==> config.mk <==
export PLATFORM = sky130hd
export DESIGN_NAME = ipi_cmd_guard
export DESIGN_NICKNAME = d
export VERILOG_FILES = /design/src/rtl/ipi_guard_pkg.sv /design/src/rtl/ipi_cmd_classify.sv /design/src/rtl/ipi_err_accum.sv /design/src/rtl/ipi_send_reg.sv /design/src/rtl/ipi_cmd_guard.sv
export SDC_FILE = /design/constraint.sdc
export NUM_CORES = 1
export LEC_CHECK = 0
export BUFFER_PORTS_ARGS = -buffer_cell sky130_fd_sc_hd__buf_2
export CAP_MARGIN = 40
export CELL_PAD_IN_SITES_DETAIL_PLACEMENT = 1
export CELL_PAD_IN_SITES_GLOBAL_PLACEMENT = 1
export CORE_ASPECT_RATIO = 1.2
export CORE_MARGIN = 2
export CORE_UTILIZATION = 31
export CTS_BUF_LIST = sky130_fd_sc_hd__clkbuf_8
export DETAILED_ROUTE_END_ITERATION = 16
export GPL_ROUTABILITY_DRIVEN = 0
export PLACE_DENSITY_LB_ADDON = 0.1
export RECOVER_POWER = 50
export SYNTH_ARGS = -nofsm -noshare
export SYNTH_HDL_FRONTEND = slang
export SYNTH_SLANG_ARGS = --single-unit
==> constraint.sdc <==
create_clock -name clk -period 1.3 [get_ports clk]
set_input_delay 0.26 -clock clk [delete_from_list [all_inputs] [get_ports clk]]
set_output_delay 0.26 -clock clk [all_outputs]
set_load 0.05 [all_outputs]
==> src/rtl/ipi_guard_pkg.sv <==
package ipi_guard_pkg;
    localparam int VEC_W   = 8;
    localparam int MODE_W  = 3;
    localparam int CMD_W   = VEC_W + MODE_W;
    localparam int STAT_W  = 32;
    localparam int MIN_VEC = 16;
    localparam int ERR_LSB = 4;
    localparam logic [MODE_W-1:0] DM_LOWPRI = 3'b001;

    // field order matches status bits 7:4
    typedef struct packed {
        logic reg_bad;
        logic rx_bad;
        logic send_bad;
        logic redir;
    } err_t;

    localparam int ERR_W = $bits(err_t);
endpackage

==> src/rtl/ipi_cmd_classify.sv <==
module ipi_cmd_classify
    import ipi_guard_pkg::*;
(
    input  logic             cmd_we,
    input  logic [CMD_W-1:0] cmd_word,
    output logic             hit_redir,
    output logic             hit_badvec,
    output logic             accept
);
    logic [VEC_W-1:0]  vec;
    logic [MODE_W-1:0] mode;
    logic              vec_low;

    always_comb begin
        vec        = cmd_word[VEC_W-1:0];
        mode       = cmd_word[CMD_W-1:VEC_W];
        vec_low    = (int'(vec) < MIN_VEC);
        // lowest-priority check has precedence over the vector check
        hit_redir  = cmd_we && (mode == DM_LOWPRI);
        hit_badvec = cmd_we && !hit_redir && vec_low;
        accept     = cmd_we && !hit_redir && !vec_low;
    end
endmodule

==> src/rtl/ipi_err_accum.sv <==
module ipi_err_accum
    import ipi_guard_pkg::*;
(
    input  logic clk,
    input  logic rst,
    input  err_t err_set,
    input  logic stat_we,
    output err_t acc,
    output err_t stat
);
    typedef struct packed {
        err_t acc;
        err_t stat;
    } accum_state_t;

    accum_state_t st_d, st_q;

    always_comb begin
        st_d      = st_q;
        st_d.stat = stat_we ? st_q.acc : st_q.stat;
        st_d.acc  = (stat_we ? '0 : st_q.acc) | err_set;
    end

    always_ff @(posedge clk) begin
        if (rst) st_q <= '0;
        else     st_q <= st_d;
    end

    assign acc  = st_q.acc;
    assign stat = st_q.stat;
endmodule

==> src/rtl/ipi_send_reg.sv <==
module ipi_send_reg
    import ipi_guard_pkg::*;
(
    input  logic              clk,
    input  logic              rst,
    input  logic              accept,
    input  logic [CMD_W-1:0]  cmd_word,
    input  logic              ext_mode,
    output logic              send_vld,
    output logic [VEC_W-1:0]  send_vec,
    output logic [MODE_W-1:0] send_mode,
    output logic              send_ext
);
    typedef struct packed {
        logic              vld;
        logic [VEC_W-1:0]  vec;
        logic [MODE_W-1:0] mode;
        logic              ext;
    } send_state_t;

    send_state_t sr_d, sr_q;

    always_comb begin
        sr_d     = sr_q;
        sr_d.vld = accept;
        if (accept) begin
            sr_d.vec  = cmd_word[VEC_W-1:0];
            sr_d.mode = cmd_word[CMD_W-1:VEC_W];
            sr_d.ext  = ext_mode;
        end
    end

    always_ff @(posedge clk) begin
        if (rst) sr_q <= '0;
        else     sr_q <= sr_d;
    end

    assign send_vld  = sr_q.vld;
    assign send_vec  = sr_q.vec;
    assign send_mode = sr_q.mode;
    assign send_ext  = sr_q.ext;
endmodule

==> src/rtl/ipi_cmd_guard.sv <==
module ipi_cmd_guard
    import ipi_guard_pkg::*;
(
    input  logic              clk,
    input  logic              rst,
    input  logic              cmd_we,
    input  logic [CMD_W-1:0]  cmd_word,
    input  logic              ext_mode,
    input  logic              stat_we,
    input  logic              rx_bad_vec,
    input  logic              bad_reg_acc,
    output logic              send_vld,
    output logic [VEC_W-1:0]  send_vec,
    output logic [MODE_W-1:0] send_mode,
    output logic              send_ext,
    output logic [STAT_W-1:0] stat_word
);
    logic hit_redir, hit_badvec, accept;
    err_t err_set, acc, stat;

    ipi_cmd_classify u_classify (
        .cmd_we     (cmd_we),
        .cmd_word   (cmd_word),
        .hit_redir  (hit_redir),
        .hit_badvec (hit_badvec),
        .accept     (accept)
    );

    always_comb begin
        err_set.redir    = hit_redir;
        err_set.send_bad = hit_badvec;
        err_set.rx_bad   = rx_bad_vec;
        err_set.reg_bad  = bad_reg_acc;
    end

    ipi_err_accum u_accum (
        .clk     (clk),
        .rst     (rst),
        .err_set (err_set),
        .stat_we (stat_we),
        .acc     (acc),
        .stat    (stat)
    );

    ipi_send_reg u_send (
        .clk       (clk),
        .rst       (rst),
        .accept    (accept),
        .cmd_word  (cmd_word),
        .ext_mode  (ext_mode),
        .send_vld  (send_vld),
        .send_vec  (send_vec),
        .send_mode (send_mode),
        .send_ext  (send_ext)
    );

    always_comb begin
        stat_word = '0;
        stat_word[ERR_LSB +: ERR_W] = stat;
    end
endmodule

---- After elaboration in Yosys (flattened, before gate mapping) ----
Index checks and enable logic that the tools add are counted.
Widths: inputs -> output; s select.
word-level totals
  bits in registers ....................... 21
  word-level logic and storage cells ...... 22
cells by class
  $lt $le $gt $ge ......................... 1
  equality and inequality tests ........... 1
  multiplexer cells ....................... 1
  bitwise operators ....................... 1
  reduce and logical (&&, ||, !) cells .... 6
operator list
  operator            count
  $lt 8x5->1 const B  1
  $logic_and 1x1->1   4
  $mux 4              1
  $or 4x4->4          1
  $eq 3x1->1 const B  1
  $logic_not 1->1     2

---- Depth between registers and ports, before layout ----
  word-level depth ........................ 6
  mapped depth ............................ 4
  gate-level depth less buffers ........... 3

---- Cells and area by module ----
A second synthesis with hierarchy kept.
unflattened totals
  cells, all modules ...................... 105
  area, all modules ....................... 1014.7 um2
by module, submodules not included
  module            times used  cells an instance  area each (um2)  sequential area each (um2)
  ipi_send_reg      1           41                 467.9            260.2
  ipi_err_accum     1           30                 290.3            160.2
  ipi_cmd_guard     1           29                 214.0            0.0
  ipi_cmd_classify  1           5                  42.5             0.0

---- Worst setup path after synthesis ----
Ideal clock, no wire load.
  path kind ............................... input to register
  from .................................... input port cmd_word[10]
  to ...................................... register u_accum.st_q, in the netlist u_accum.acc[1]
  library setup time ...................... 128 ps
  arrival time ............................ 1006 ps
  data required time ...................... 1172 ps
  path slack .............................. 166 ps
  stages on the path ...................... 3
  buffers on the path ..................... 0
  path through ............................ or3b_2 -> a32oi_1 -> nor2_1
on the way
  word-level cells in the longest chain between the ends .. 6
RTL lines
  item                            line                    RTL
  from (decl)                     ipi_cmd_guard.sv:7      input logic [CMD_W-1:0] cmd_word,
  $eq 3x1->1                      ipi_cmd_classify.sv:19  hit_redir = cmd_we && (mode == DM_LOWPRI);
  $logic_and 1x1->1               ipi_cmd_classify.sv:19
  $logic_not 1->1                 ipi_cmd_classify.sv:20  hit_badvec = cmd_we && !hit_redir && vec_low;
  $logic_and 1x1->1 (2 in a row)  ipi_cmd_classify.sv:20
  $or 4x4->4                      ipi_err_accum.sv:21     st_d.acc = (stat_we ? '0 : st_q.acc) | err_set;
  to (signal assigned)            ipi_err_accum.sv:26     else st_q <= st_d;
  to (decl)                       ipi_err_accum.sv:16     accum_state_t st_d, st_q;
Every way passes these cells.
A chain may end at the register's enable or synchronous reset.

---- Worst setup path in the final report ----
  from .................................... input port cmd_word[10]
  to ...................................... register u_send.sr_q, in the netlist u_send.send_vec[7]
on the way
  word-level cells in the longest chain between the ends .. 5
RTL lines
  item                            line                    RTL
  $eq 3x1->1                      ipi_cmd_classify.sv:19
  $logic_and 1x1->1               ipi_cmd_classify.sv:19
  $logic_not 1->1                 ipi_cmd_classify.sv:21  accept = cmd_we && !hit_redir && !vec_low;
  $logic_and 1x1->1 (2 in a row)  ipi_cmd_classify.sv:21
  to (signal assigned)            ipi_send_reg.sv:35      else sr_q <= sr_d;
  to (decl)                       ipi_send_reg.sv:21      send_state_t sr_d, sr_q;
Every way passes these cells.

==> results.toml <==
[outcome]
status = "finished clean"

[clock_tree]
cts.sinks = 21
cts.path.max_buffers = 2
numCtsBuffers = 3
clk_pin_slew_worst_paths_ns = 0.07
cts_tree = "done"
clock_latency_ns = 0.25
cts-root-buf = "clkbuf_8"
htreeDepth = 1
cts_resized = 0
ctsHoldBuffers = 0
postCtsSetupBuffers = 0

[timing]
max_freq_mhz = 836.0
finalHoldViolations = 0
final.min_clock_period_ns = 1.196
period_share_pct = 92.01
holdWs_ns = 0.2219
finClkSkew_ns = 0.00009212
fin_setup_tns_ns = 0
rsz0062_at_grt = "false"
postLayoutSetupSlackWorst_ns = 0.1038
final-setup-viol-count = 0
drv_slew = 0

[route]
drtIter0Drc = 19
vias = 809
post_drt_via_cell_ratio = 4.258
post_drt_wl_per_cell_um = 11.43
firstDrtPassIters = 3
routed_wl_um = 2171
drc = 0
postRouteAntennaNets = 0

[finish]
antenna_cells = 0
regArea_um2 = 420.4
fin_util_pct = 37.73
multi_input_area_um2 = 511.7
nNetsFinal = 172
area_growth_pct = 16.86
drive_gt1_share_pct = 30.07
fillers = 418

[setup_path]
crit_path_max_fanout = 6
path_cells = "buf_2 -> clkbuf_4 -> nor3b_1 -> buf_4 -> o31ai_1 -> a21oi_1"
critPathKind = "in2reg"
cp-end-kind = "flop"
critPathSlowestCell = "nor3b_1"
crit_buf_inv = 3
start_kind = "input port"
slowest_delay_ns = 0.42
arrival_ns = 1.38
crit_family = "buffers and inverters"
cp.required_ns = 1.48

[power_and_ir_drop]
power-per-cell-area_nw_per_um2 = 1249
p_leak_nw = 0.6330
ir_worst_vdd_mv = 0.5316

[synthesis]
synthXorXnorAreaFrac_pct = 0
ys_ff_latch = 21
synth_mux_area_share_pct = 11.24
synth_edf_count = 0
avgSynthCellArea_um2 = 9.456
ys_seq_area_share_pct = 39.34
synth_common_cells = "buf_4, dfxtp_1, nand2b_1"
synth_area_um2 = 1069
synth_top_family_by_area = "buffers and inverters"
yosysUniqueCellTypes = 19
postSynthCellCount = 113
synthArstFlopShare_pct = 0
synth_warnings = 0
yosys.area.top_type = "dfxtp_1"
synth-adder-area-share_pct = 0
synth_area_leaders = "dfxtp_1, buf_4, mux2i_1"
synth_top_area_share_pct = 39.34
synth_flop_cell = "dfxtp_1"
yosys.area_share.simple_pct = 20.14
synth.most_common_cell = "buf_4"
synth_compound_area_share_pct = 7.143

[grt]
grt_usage_pct = 11.38
grt_pass1_vias = 774
grt_max_degree = 30
grt_pass1_wl_um = 3450
grt.overflow.total = 0
antenna_found_initial = 0

[die]
initial_utilization_pct = 32.29
core_um2 = 3309
dieArea_um2 = 3935
die_height_um = 68.32
io_pins = 63
row_count = 23
fp.dieW_um = 57.60

[placement]
dp_hpwl_um = 1768
portBuffers = 34
place_worst_setup_slack_ns = -0.005026

[hold_path]
hp-class = "in2reg"

[job]
cap_violations = 0
registers in the layout (all words and copies together) (netlist names):
signal            cells
u_send.send_vld       1
u_send.send_mode      3
u_accum.acc           4
u_send.send_ext       1
u_accum.stat          4
u_send.send_vec       8
report_power, final:
group          leakage [nW]  total [W]  internal [W]  switching, W
Clock                0.0269   0.000409      0.000210      0.000200
Combinational         0.434   0.000457     0.0000938      0.000363
Sequential            0.173   0.000693      0.000677     0.0000160
Total                 0.633    0.00156      0.000981      0.000579
worst min-delay path: stages:
cell and delay [ns]:
buf_2 0.08, a21oi_1 0.03, nor2_1 0.07
kinds of logic after synthesis:
family | count (synthesis)
other | 1
AND/OR/NAND/NOR | 33
buffers and inverters | 34
AO/OA/AOI/OAI | 12
flip-flops | 21
multiplexers | 12
worst paths after layout:
kind / start / endpoint / slack, ns / depth (start not counted)
setup / recovery: cmd_word[10] / u_send.send_vec[7] / 0.10 / 6
hold / removal: bad_reg_acc / u_accum.acc[3] / 0.22 / 3
setup reg to reg: u_accum.acc[0] / u_accum.acc[0] / 0.63 / 2
hold reg to reg: u_send.send_vec[5] / u_send.send_vec[5] / 0.47 / 2
stage by stage:
step / instances / total power, W / instance area (um2)
final: 190 / 0.001559 / 1249
after global routing: 190 / 0.001650 / 1249
after CTS: 190 / 0.001583 / 1259
after detailed placement: 186 / 0.001171 / 1214
after global placement: 186 / 0.001165 / 1214
after floorplan: 140 / 0.001138 / 1170
routing by layer:
layer,track usage (%),part of all wire [%],vias up
met5,0,0,-
met4,4.360,1.2,0
met3,2.457,6.5,2
met2,21.59,55,32
met1,12.24,37,375
li1,-,-,400
cell type report:
class / instances / area share, %
multi-input cells: 85 / 40.98
flip-flops and latches: 21 / 33.67
repair buffers: 41 / 17.43
well taps: 37 / 3.707
clock buffers: 3 / 3.307
inverters: 2 / 0.6012
clock inverters: 1 / 0.3006
layout by cell type, fill, tap and decap left out, drive strengths merged, types with 4 or more instances in the layout:
cell type,count
clkbuf,6
o31ai,4
nand3,4
conb,28
mux2i,12
buf,38
nor2,8
a21oi,6
nand2b,16
dfxtp,21
(Power assumes the default switching activity.)
